===== src/rtl/dsf_pkg.sv =====
package dsf_pkg;

   // raised-cosine-like window weight, index 0-based
   function automatic int unsigned tap_weight(input int unsigned idx,
                                              input int unsigned taps,
                                              input int unsigned peak);
      real ang;
      real base;
      ang  = 2.0 * 3.14159265358979 * real'(idx + 1) / real'(taps + 1);
      base = (1.0 - $cos(ang)) / 2.0;
      return $rtoi(real'(peak) * $pow(base, 0.7) + 0.5);
   endfunction

   function automatic int unsigned tap_total(input int unsigned taps,
                                             input int unsigned peak);
      int unsigned s;
      s = 0;
      for (int unsigned i = 0; i < taps; i++) s += tap_weight(i, taps, peak);
      return s;
   endfunction

endpackage


===== src/rtl/dsf_win_seq.sv =====
module dsf_win_seq #(
   parameter int unsigned STEPS = 44
) (
   input  logic clk,
   input  logic rst_n,
   input  logic step_en,
   output logic first_o,
   output logic last_o
);
   localparam int unsigned CNT_W = (STEPS > 1) ? $clog2(STEPS) : 1;
   localparam logic [CNT_W-1:0] LAST_V = CNT_W'(STEPS - 1);

   logic [CNT_W-1:0] cnt;

   always_ff @(posedge clk or negedge rst_n) begin
      if (!rst_n)       cnt <= '0;
      else if (step_en) cnt <= (cnt == LAST_V) ? '0 : cnt + 1'b1;
   end

   assign first_o = step_en && (cnt == '0);
   assign last_o  = step_en && (cnt == LAST_V);


   cnt_range_chk: assert property (@(posedge clk) disable iff (!rst_n)
      cnt <= LAST_V);

   cnt_hold_chk: assert property (@(posedge clk) disable iff (!rst_n)
      !step_en |=> $stable(cnt));
endmodule


===== src/rtl/dsf_coef_ring.sv =====
module dsf_coef_ring
   import dsf_pkg::*;
#(
   parameter int unsigned NCH  = 44,
   parameter int unsigned CW   = 7,
   parameter int unsigned PEAK = 40
) (
   input  logic              clk,
   input  logic              rst_n,
   input  logic              adv,
   output logic [NCH*CW-1:0] taps
);
   localparam int unsigned TOTAL = tap_total(NCH, PEAK);
   localparam int unsigned SUM_W = CW + $clog2(NCH + 1);

   logic [CW-1:0] ring [NCH];

   for (genvar c = 0; c < NCH; c++) begin : g_slot
      localparam int unsigned NXT = (c + 1) % NCH;
      localparam logic [CW-1:0] INIT = CW'(tap_weight(c, NCH, PEAK));
      always_ff @(posedge clk or negedge rst_n) begin
         if (!rst_n)   ring[c] <= INIT;
         else if (adv) ring[c] <= ring[NXT];
      end
      assign taps[c*CW +: CW] = ring[c];
   end

   logic [SUM_W-1:0] ring_sum;
   always_comb begin
      ring_sum = '0;
      for (int i = 0; i < NCH; i++) ring_sum = ring_sum + SUM_W'(ring[i]);
   end

   // rotation only permutes the weights, it never alters them
   ring_sum_chk: assert property (@(posedge clk) disable iff (!rst_n)
      ring_sum == SUM_W'(TOTAL));
endmodule


===== src/rtl/dsf_ch_accum.sv =====
module dsf_ch_accum #(
   parameter int unsigned CW    = 7,
   parameter int unsigned AW    = 12,
   parameter int unsigned SAR_W = 6,
   parameter int unsigned EXT   = 4,
   parameter int unsigned OUT_W = 10,
   parameter int          LIMIT = 1024
) (
   input  logic             clk,
   input  logic             rst_n,
   input  logic             step_en,
   input  logic             first,
   input  logic             last,
   input  logic             mod_bit,
   input  logic [CW-1:0]    coef,
   input  logic [SAR_W-1:0] sar_code,
   output logic [OUT_W-1:0] pcm
);
   localparam int SH   = int'(AW) - 1 - int'(EXT);
   localparam int RMAX = (1 << (EXT - 1)) - 1;
   localparam int RMIN = -(1 << (EXT - 1));
   localparam int OMAX = (1 << OUT_W) - 1;

   logic signed [AW-1:0]      mag, term, acc, acc_nxt, scaled, resid;
   logic        [SAR_W-1:0]   sar_q, sar_sel;
   logic signed [OUT_W+1:0]   wide;
   logic        [OUT_W-1:0]   pcm_nxt;

   always_comb begin
      mag     = $signed(AW'(coef));
      term    = mod_bit ? mag : -mag;
      acc_nxt = first ? term : acc + term;
      scaled  = acc_nxt >>> SH;
      if (scaled > RMAX)      resid = AW'(RMAX);
      else if (scaled < RMIN) resid = AW'(RMIN);
      else                    resid = scaled;
      sar_sel = first ? sar_code : sar_q;
      wide    = $signed({2'b00, sar_sel, {EXT{1'b0}}}) + (OUT_W+2)'(resid);
      if (wide < 0)         pcm_nxt = '0;
      else if (wide > OMAX) pcm_nxt = '1;
      else                  pcm_nxt = OUT_W'(wide);
   end

   always_ff @(posedge clk or negedge rst_n) begin
      if (!rst_n) begin
         acc   <= '0;
         sar_q <= '0;
         pcm   <= '0;
      end else if (step_en) begin
         acc <= acc_nxt;
         if (first) sar_q <= sar_code;
         if (last)  pcm   <= pcm_nxt;
      end
   end

   // a window never exceeds the summed weights in either direction
   acc_bound_chk: assert property (@(posedge clk) disable iff (!rst_n)
      (acc <= LIMIT) && (acc >= -LIMIT));

   acc_hold_chk: assert property (@(posedge clk) disable iff (!rst_n)
      !step_en |=> $stable(acc) && $stable(pcm));
endmodule


===== src/rtl/dsf_shared_fir.sv =====
module dsf_shared_fir
   import dsf_pkg::*;
#(
   parameter int unsigned NCH   = 44,
   parameter int unsigned CW    = 7,
   parameter int unsigned PEAK  = 40,
   parameter int unsigned AW    = 12,
   parameter int unsigned SAR_W = 6,
   parameter int unsigned EXT   = 4,
   parameter int unsigned OUT_W = 10
) (
   input  logic                 clk,
   input  logic                 rst_n,
   input  logic                 res_en,
   input  logic [NCH-1:0]       mod_bits,
   input  logic [NCH*SAR_W-1:0] sar_codes,
   output logic [NCH*OUT_W-1:0] pcm,
   output logic                 pcm_valid
);
   localparam int unsigned TOTAL = tap_total(NCH, PEAK);

   if (PEAK >= (1 << CW)) begin : g_bad_peak
      $error("weight peak does not fit the weight register");
   end
   if (TOTAL >= (1 << (AW - 1))) begin : g_bad_acc
      $error("accumulator too narrow for the window sum");
   end
   if (EXT == 0 || EXT > AW - 1 || CW >= AW) begin : g_bad_ext
      $error("extension width out of range");
   end
   if (OUT_W != SAR_W + EXT) begin : g_bad_out
      $error("output width must equal SAR width plus extension");
   end

   logic              first, last;
   logic [NCH*CW-1:0] taps;

   dsf_win_seq #(.STEPS(NCH)) u_seq (
      .clk(clk), .rst_n(rst_n), .step_en(res_en),
      .first_o(first), .last_o(last)
   );

   dsf_coef_ring #(.NCH(NCH), .CW(CW), .PEAK(PEAK)) u_ring (
      .clk(clk), .rst_n(rst_n), .adv(res_en), .taps(taps)
   );

   for (genvar c = 0; c < NCH; c++) begin : g_ch
      dsf_ch_accum #(
         .CW(CW), .AW(AW), .SAR_W(SAR_W), .EXT(EXT), .OUT_W(OUT_W),
         .LIMIT(int'(TOTAL))
      ) u_acc (
         .clk(clk), .rst_n(rst_n), .step_en(res_en),
         .first(first), .last(last),
         .mod_bit(mod_bits[c]),
         .coef(taps[c*CW +: CW]),
         .sar_code(sar_codes[c*SAR_W +: SAR_W]),
         .pcm(pcm[c*OUT_W +: OUT_W])
      );
   end

   always_ff @(posedge clk or negedge rst_n) begin
      if (!rst_n) pcm_valid <= 1'b0;
      else        pcm_valid <= last;
   end


   valid_src_chk: assert property (@(posedge clk) disable iff (!rst_n)
      pcm_valid |-> $past(res_en));

   valid_pulse_chk: assert property (@(posedge clk) disable iff (!rst_n)
      (pcm_valid && NCH > 1) |=> !pcm_valid);

   pcm_hold_chk: assert property (@(posedge clk) disable iff (!rst_n)
      !pcm_valid |-> $stable(pcm));
endmodule


===== config.mk =====
export PLATFORM = sky130hd
export DESIGN_NAME = dsf_shared_fir
export DESIGN_NICKNAME = d
export VERILOG_FILES = /design/src/rtl/dsf_pkg.sv /design/src/rtl/dsf_win_seq.sv /design/src/rtl/dsf_coef_ring.sv /design/src/rtl/dsf_ch_accum.sv /design/src/rtl/dsf_shared_fir.sv
export SDC_FILE = /design/constraint.sdc
export NUM_CORES = 2
export LEC_CHECK = 0
export ABC_AREA = 1
export BUFFER_PORTS_ARGS = -buffer_cell sky130_fd_sc_hd__buf_2
export CAP_MARGIN = 30
export CELL_PAD_IN_SITES_DETAIL_PLACEMENT = 0
export CELL_PAD_IN_SITES_GLOBAL_PLACEMENT = 1
export CORE_UTILIZATION = 46
export CTS_CLUSTER_DIAMETER = 200
export DETAILED_ROUTE_END_ITERATION = 8
export GPL_ROUTABILITY_DRIVEN = 0
export PLACE_DENSITY_LB_ADDON = 0.2
export REMOVE_ABC_BUFFERS = 1
export SYNTH_ARGS = -nofsm -noshare
export SYNTH_HDL_FRONTEND = slang
export SYNTH_SLANG_ARGS = --single-unit
export TNS_END_PERCENT = 5

===== constraint.sdc =====
create_clock -name clk -period 5.2 [get_ports clk]
set_clock_uncertainty 0.1 [all_clocks]
set_input_delay 1.04 -clock clk [delete_from_list [all_inputs] [get_ports clk]]
set_output_delay 1.04 -clock clk [all_outputs]
set_load 0.01 [all_outputs]

# Word level (Yosys, flattened, before mapping)
# Cells that the tools add are included.
[classes] eq_ne=1 addsub=133 reduce_logical=4 magnitude_cmp=176 mux=309
[op_table] operator="12-bit two-way mux" n=176
[op_table] operator="10-bit two-way mux" n=88
[op_table] operator="11-bit by 12-bit adder with 12-bit output" n=44
[op_table] operator="12-bit adder" n=44
[op_table] operator="12-bit by 11-bit greater-than comparator with 1-bit output (second input constant)" n=44
[op_table] operator="12-bit by 1-bit < comparator with 1-bit output (second input constant)" n=44
[op_table] operator="7-bit negator with 12-bit output" n=44
[op_table] operator="6-bit two-way mux" n=45
[op_table] operator="5-bit by 4-bit greater-than comparator with 1-bit output (second input constant)" n=44
[op_table] operator="5-bit by 4-bit < comparator with 1-bit output (second input constant)" n=44
[op_table] operator="6-bit by 1-bit adder with 6-bit output (second input constant)" n=1
[op_table] operator="6-bit equality test (second input constant)" n=1
[op_table] operator="6-bit logical NOT" n=1
[op_table] operator="1-bit logical AND" n=2
[op_table] operator="2-bit AND reduction" n=1
[totals] inputBits=311 word_cells=801 out_inout_bits=441 reg_bits=1547

# Logic depth before layout (Yosys ltp)
[logic_depth] word_depth=11 depth_mapped=36 ltp_nobuf=36

# Modules after synthesis
# Synthesis repeated with hierarchy kept, for this count alone.
[unflattened] cells_unflattened=16743 area_unflattened_um2=121770.5
[by_module_without_submodules] mod="dsf_ch_accum (g_ch[16].u_acc ...)" area_each_um2=2491.1 instances=28 cells_each=349 seq_area_each_um2=700.7
[by_module_without_submodules] mod="dsf_ch_accum (g_ch[0].u_acc ...)" area_each_um2=2499.9 instances=13 cells_each=351 seq_area_each_um2=700.7
[by_module_without_submodules] mod="dsf_coef_ring" area_each_um2=11748.8 instances=1 cells_each=1301 seq_area_each_um2=7847.5
[by_module_without_submodules] mod="dsf_ch_accum (g_ch[34].u_acc)" area_each_um2=2508.7 instances=1 cells_each=350 seq_area_each_um2=700.7
[by_module_without_submodules] mod="dsf_ch_accum (g_ch[4].u_acc)" area_each_um2=2482.4 instances=1 cells_each=351 seq_area_each_um2=700.7
[by_module_without_submodules] mod="dsf_ch_accum (g_ch[9].u_acc)" area_each_um2=2399.8 instances=1 cells_each=364 seq_area_each_um2=700.7
[by_module_without_submodules] mod="dsf_win_seq" area_each_um2=355.3 instances=1 cells_each=41 seq_area_each_um2=150.1
[by_module_without_submodules] mod="dsf_shared_fir" area_each_um2=25.0 instances=1 cells_each=1 seq_area_each_um2=25.0

# Least setup slack after synthesis
# Ideal clock, no wire load.
[synth_path] path_type="input port to flip-flop" startpoint="input port mod_bits[8]" endpoint="register g_ch[8].u_acc.pcm[0]" slack_ns=0.297 n_path_buf=1 path_stages=30 setup_time_ns=0.066 arrival_time_ns=4.737 t_required_ns=5.034 cell_sequence="clkbuf_1 inv_1 nand2_1 xor2_1 inv_1 ha_1 inv_1 o21ai_0 a21oi_1 nand3_1 nand2_1 nand2_1 a21oi_1 nor2_1 nor2_1 nand2_1 nand2_2 inv_2 ha_1 a21oi_1 nand2_1 a21oi_1 o21ai_0 a21oi_1 inv_1 nand2_1 nand2_1 a21oi_4 nand2_1 nand2_1"
[synth_between] elab_chain_cells=10 elab_cells_between_ends=12 classes_between="2 x add/sub; 4 x order compare; 6 x mux"
[synth_rtl] item="start: declaration" line="dsf_shared_fir.sv:15" text="input logic [NCH-1:0] mod_bits,"
[synth_rtl] item="12-bit two-way mux (*)" line="dsf_ch_accum.sv:31" text="term = mod_bit ? mag : -mag;"
[synth_rtl] item="12-bit adder" line="dsf_ch_accum.sv:32" text="acc_nxt = first ? term : acc + term;"
[synth_rtl] item="12-bit two-way mux (*)" line="dsf_ch_accum.sv:32"
[synth_rtl] item="5-bit by 4-bit < comparator with 1-bit output" line="dsf_ch_accum.sv:35" text="else if (scaled < RMIN) resid = AW'(RMIN);"
[synth_rtl] item="12-bit two-way mux" line="dsf_ch_accum.sv:35"
[synth_rtl] item="12-bit two-way mux (*)" line="dsf_ch_accum.sv:34" text="if (scaled > RMAX) resid = AW'(RMAX);"
[synth_rtl] item="11-bit by 12-bit adder with 12-bit output (*)" line="dsf_ch_accum.sv:38" text="wide = $signed({2'b00, sar_sel, {EXT{1'b0}}}) + (OUT_W+2)'(resid);"
[synth_rtl] item="12-bit by 11-bit greater-than comparator with 1-bit output" line="dsf_ch_accum.sv:40" text="else if (wide > OMAX) pcm_nxt = '1;"
[synth_rtl] item="10-bit two-way mux" line="dsf_ch_accum.sv:40"
[synth_rtl] item="10-bit two-way mux (*)" line="dsf_ch_accum.sv:39" text="if (wide < 0) pcm_nxt = '0;"
[synth_rtl] item="end signal: assignment" line="dsf_ch_accum.sv:52" text="if (last) pcm <= pcm_nxt;"
[synth_rtl] item="end: declaration" line="dsf_ch_accum.sv:17" text="output logic [OUT_W-1:0] pcm"
# Mark *: on every way between the ends. The rest lies on a longest branch, timed or not.
# A chain may end at the register's enable or synchronous reset.

# Worst setup path after layout
[layout_path] startpoint="register u_ring.ring (netlist bit u_ring.taps[56])" endpoint="register g_ch[8].u_acc.pcm[0]"
[layout_between] elab_chain_cells=11 elab_cells_between_ends=13 classes_between="3 x add/sub; 4 x order compare; 6 x mux"
[layout_rtl] item="start: declaration" line="dsf_coef_ring.sv:16" text="logic [CW-1:0] ring [NCH];"
[layout_rtl] item="start signal: indexed assignment" line="dsf_coef_ring.sv:23" text="else if (adv) ring[c] <= ring[NXT];"
[layout_rtl] item="7-bit negator with 12-bit output" line="dsf_ch_accum.sv:31"
[layout_rtl] item="12-bit two-way mux (*)" line="dsf_ch_accum.sv:31"
[layout_rtl] item="12-bit adder" line="dsf_ch_accum.sv:32"
[layout_rtl] item="12-bit two-way mux (*)" line="dsf_ch_accum.sv:32"
[layout_rtl] item="5-bit by 4-bit < comparator with 1-bit output" line="dsf_ch_accum.sv:35"
[layout_rtl] item="12-bit two-way mux" line="dsf_ch_accum.sv:35"
[layout_rtl] item="12-bit two-way mux (*)" line="dsf_ch_accum.sv:34"
[layout_rtl] item="11-bit by 12-bit adder with 12-bit output (*)" line="dsf_ch_accum.sv:38"
[layout_rtl] item="12-bit by 11-bit greater-than comparator with 1-bit output" line="dsf_ch_accum.sv:40"
[layout_rtl] item="10-bit two-way mux" line="dsf_ch_accum.sv:40"
[layout_rtl] item="10-bit two-way mux (*)" line="dsf_ch_accum.sv:39"
# Marked as above.

==> reports/qor.yml <==
finalNonFillerCells: 18600
io_pins: 752
cp_slowest_cell: "dfstp_2"
finalWirelength_mm: 300
clk_pin_slew_worst_paths_ps: 60
p_switching_mw: 40.9
vias: 95400
dieArea_um2: 233000
crit_fanout: 10
yosys-top-cells-count: "nand2_1, dfrtp_1, inv_1, o21ai_0, nor2_1"
hold_buffers: 0
synthToLayoutAreaGrowth_pct: 13.9
drive_gt1_share_pct: 11.6
syn_area_um2: 107000
cts_buffer_depth: 3
yosysTopAreaCell: "dfrtp_1"
grt_pass1_vias: 92800
maxSlewViolCount: 0
synth_compound_area_share_pct: 14.2
max_cap_viol_count: 0
antenna_found_initial: 48
drtPass1Iterations: 6
ys_seq_area_share_pct: 36.5
rows: 176
ys_top_cells_by_area: "dfrtp_1, nand2_1, ha_1"
synth_flop_cell: "dfrtp_1"
core_um2: 230000
crit_path_end_kind: "flop"
crit_family: "simple AND/OR/NAND/NOR gates"
start_util_pct: 46.3
cp.required_ps: 5810
pre_cts_slack_ps: -75.3
place_hpwl_mm: 223
nets: 16600
report.final.hold_viol_count: 0
grt_max_degree: 202
cp-start-kind: "flop"
total_power_mw: 85.9
p_leak_nw: 66.5
synth_xor_area_share_pct: 5.32
n_fill_cell: 23000
path_buf_inv: 7
fin_crit_sh_pct: 92.6
grt_pass1_wl_mm: 492
cts_tree: "yes"
place_inst: 18300
synth_top_family_by_area: "simple AND/OR/NAND/NOR gates"
final_core_util_pct: 52.7
cellInternalPower_mw: 45.0
synthSimpleGateAreaFrac_pct: 26.9
syn_area_per_cell_um2: 7.27
slew_headroom_pct: 32.8
p_seq_share_pct: 22.6
ys_warn_count: 0
yosysMostFrequentCell: "nand2_1"
r2r-start: "u_ring.taps[56]$_DFFE_PN1P_"
rr_endpoint: "g_ch[8].u_acc.pcm[0]$_DFFE_PN0P_"
r2r_cells: 32
postSynthCellCount: 14700
min_period_ps: 4810
clock_power_share_pct: 16.1
synth-seq-cells: 1547
rsz0062_at_grt: "true"
powerDensity_nw_per_um2: 708
clk_latency_ps: 850
die_h_um: 483
track_usage_pct: 25.5
crit_path_frequent_cell: "nand2_1"
synth.distinct_cells: 65
port_buffers: 751
final-setup-viol-count: 0
worstHoldPathType: "in -> async"
vias_per_cell: 5.12
combinationalPowerShare_pct: 61.3
wl_per_cell_um: 16.1
peakVddDrop_v: 0.000410
p_sw_share_pct: 47.6
slowest_delay_ps: 600
async_flop_share_pct: 100
max_freq_mhz: 208
die-width_um: 483
r2r_slack_ps: 390
critPathArrivalTime_ps: 5420
synth.top_cell.area_share_pct: 33.7
synthMuxAreaShare_pct: 0
drc: 0
ctsHtreeMaxLevel: 4
outcome: "completed"
drtIter0Drc: 5357
drtAntennaViolNets: 0
grt_overflow: 0
path_class: "reg -> reg"
tightestPinTransition_ps: 1010
numCtsBuffers: 186
synth_edf_count: 0
synth_fa_ha_area_share_pct: 10.3
finalWorstSetupSlack_ps: 386
ctsRootBufferMaster: "clkbuf_16"
cts.sinks: 1547
power groups by stage:
stage | Sequential [mW] | Clock, mW | Combinational, mW
floorplan | 19.3 | 0 | 39.2
global placement | 19.5 | 0 | 52.1
detailed placement | 19.5 | 0 | 52.3
CTS | 19.4 | 14.2 | 52.6
global route | 19.9 | 14.7 | 60.5
finish | 19.4 | 13.9 | 52.6
worst register-to-register path, delay by kind of cell (launching register included):
family / cells / cell delay [ps]
xor+xnor: 1 / 170
flops: 1 / 600
buf+inv: 7 / 560
simple gates: 15 / 1470
fa+ha+maj: 4 / 1140
compound gates: 5 / 690
area by class of cell:
type                            count  area, um^2  share of cell area, %
Sequential cell                  1547       38900                   32.0
Antenna cell                       19        47.5                 0.0392
Timing Repair Buffer              997        6210                   5.12
Clock inverter                     80        1060                  0.878
Tap cell                         3026        3790                   3.12
Clock buffer                      268        5430                   4.47
Multi-Input combinational cell  11300       60700                   50.0
Inverter                         1398        5280                   4.35
layout by cell type, fill, tap and decap left out, types with 479 or more instances in the layout:
master | synthesis | final
a21oi_1 | 917 | 906
buf_2 | 111 | 749
dfrtp_1 | 1435 | 1435
ha_1 | 772 | 771
inv_1 | 1343 | 1341
nand2_1 | 4902 | 4899
nand3_1 | 765 | 763
nor2_1 | 943 | 938
o21ai_0 | 1113 | 1101
xor2_1 | 479 | 479
kinds of logic (layout without fill, tap and decap cells):
logic type / Yosys count / in the layout
AO/OA/AOI/OAI: 2742 / 2744
XOR/XNOR: 647 / 647
adder cells (fa/ha/maj): 840 / 840
buffers and inverters: 1825 / 2743
flip-flops: 1547 / 1547
other: 0 / 19
AND/OR/NAND/NOR: 7058 / 7058
per-stage QoR:
step | instance area [um^2] | setup TNS [ps] | hold WS (ps)
finish | 121000 | 0 | 124
global route | 121000 | -571 | 144
CTS | 121000 | 0 | 92.0
detailed placement | 115000 | -822 | 359
global placement | 115000 | -133 | 355
floorplan | 105000 | - | 344
flip-flops by register name (all words and copies together) (netlist names):
| register | cells |
|---|---|
| g_ch.u_acc.sar_q | 264 |
| g_ch.u_acc.acc | 528 |
| pcm_valid | 1 |
| g_ch.u_acc.pcm | 440 |
| u_seq.cnt | 6 |
| u_ring.taps | 308 |
layer usage:
layer  global-route usage (%)  share of wire, %  vias up
met3                     3.38               4.0      365
li1                         -                 -    49300
met2                     42.1                46     1460
met4                     6.92               2.5       26
met5                        0             0.057        -
met1                     35.0                47    44300
what timing repair did:
item                       4_1_cts  5_1_grt
resized for setup                0       57
setup endpoints to repair        0      115
buffers inserted                 0        4
how the worst max path moves through the flow:
stage	endpoint	slack, ps	depth (start not counted)	startpoint
final	g_ch[8].u_acc.pcm[0]$_DFFE_PN0P_	390	32	u_ring.taps[56]$_DFFE_PN1P_
after global routing	g_ch[1].u_acc.pcm[1]$_DFFE_PN0P_	-90	32	u_ring.taps[7]$_DFFE_PN1P_
after CTS	g_ch[41].u_acc.pcm[8]$_DFFE_PN0P_	240	26	u_ring.taps[287]$_DFFE_PN0P_
after detailed placement	g_ch[8].u_acc.pcm[5]$_DFFE_PN0P_	-80	30	mod_bits[8]
after global placement	g_ch[8].u_acc.pcm[5]$_DFFE_PN0P_	-30	30	mod_bits[8]
after floorplan	g_ch[16].u_acc.pcm[0]$_DFFE_PN0P_	-14320	18	res_en
(Power assumes the default switching activity.)
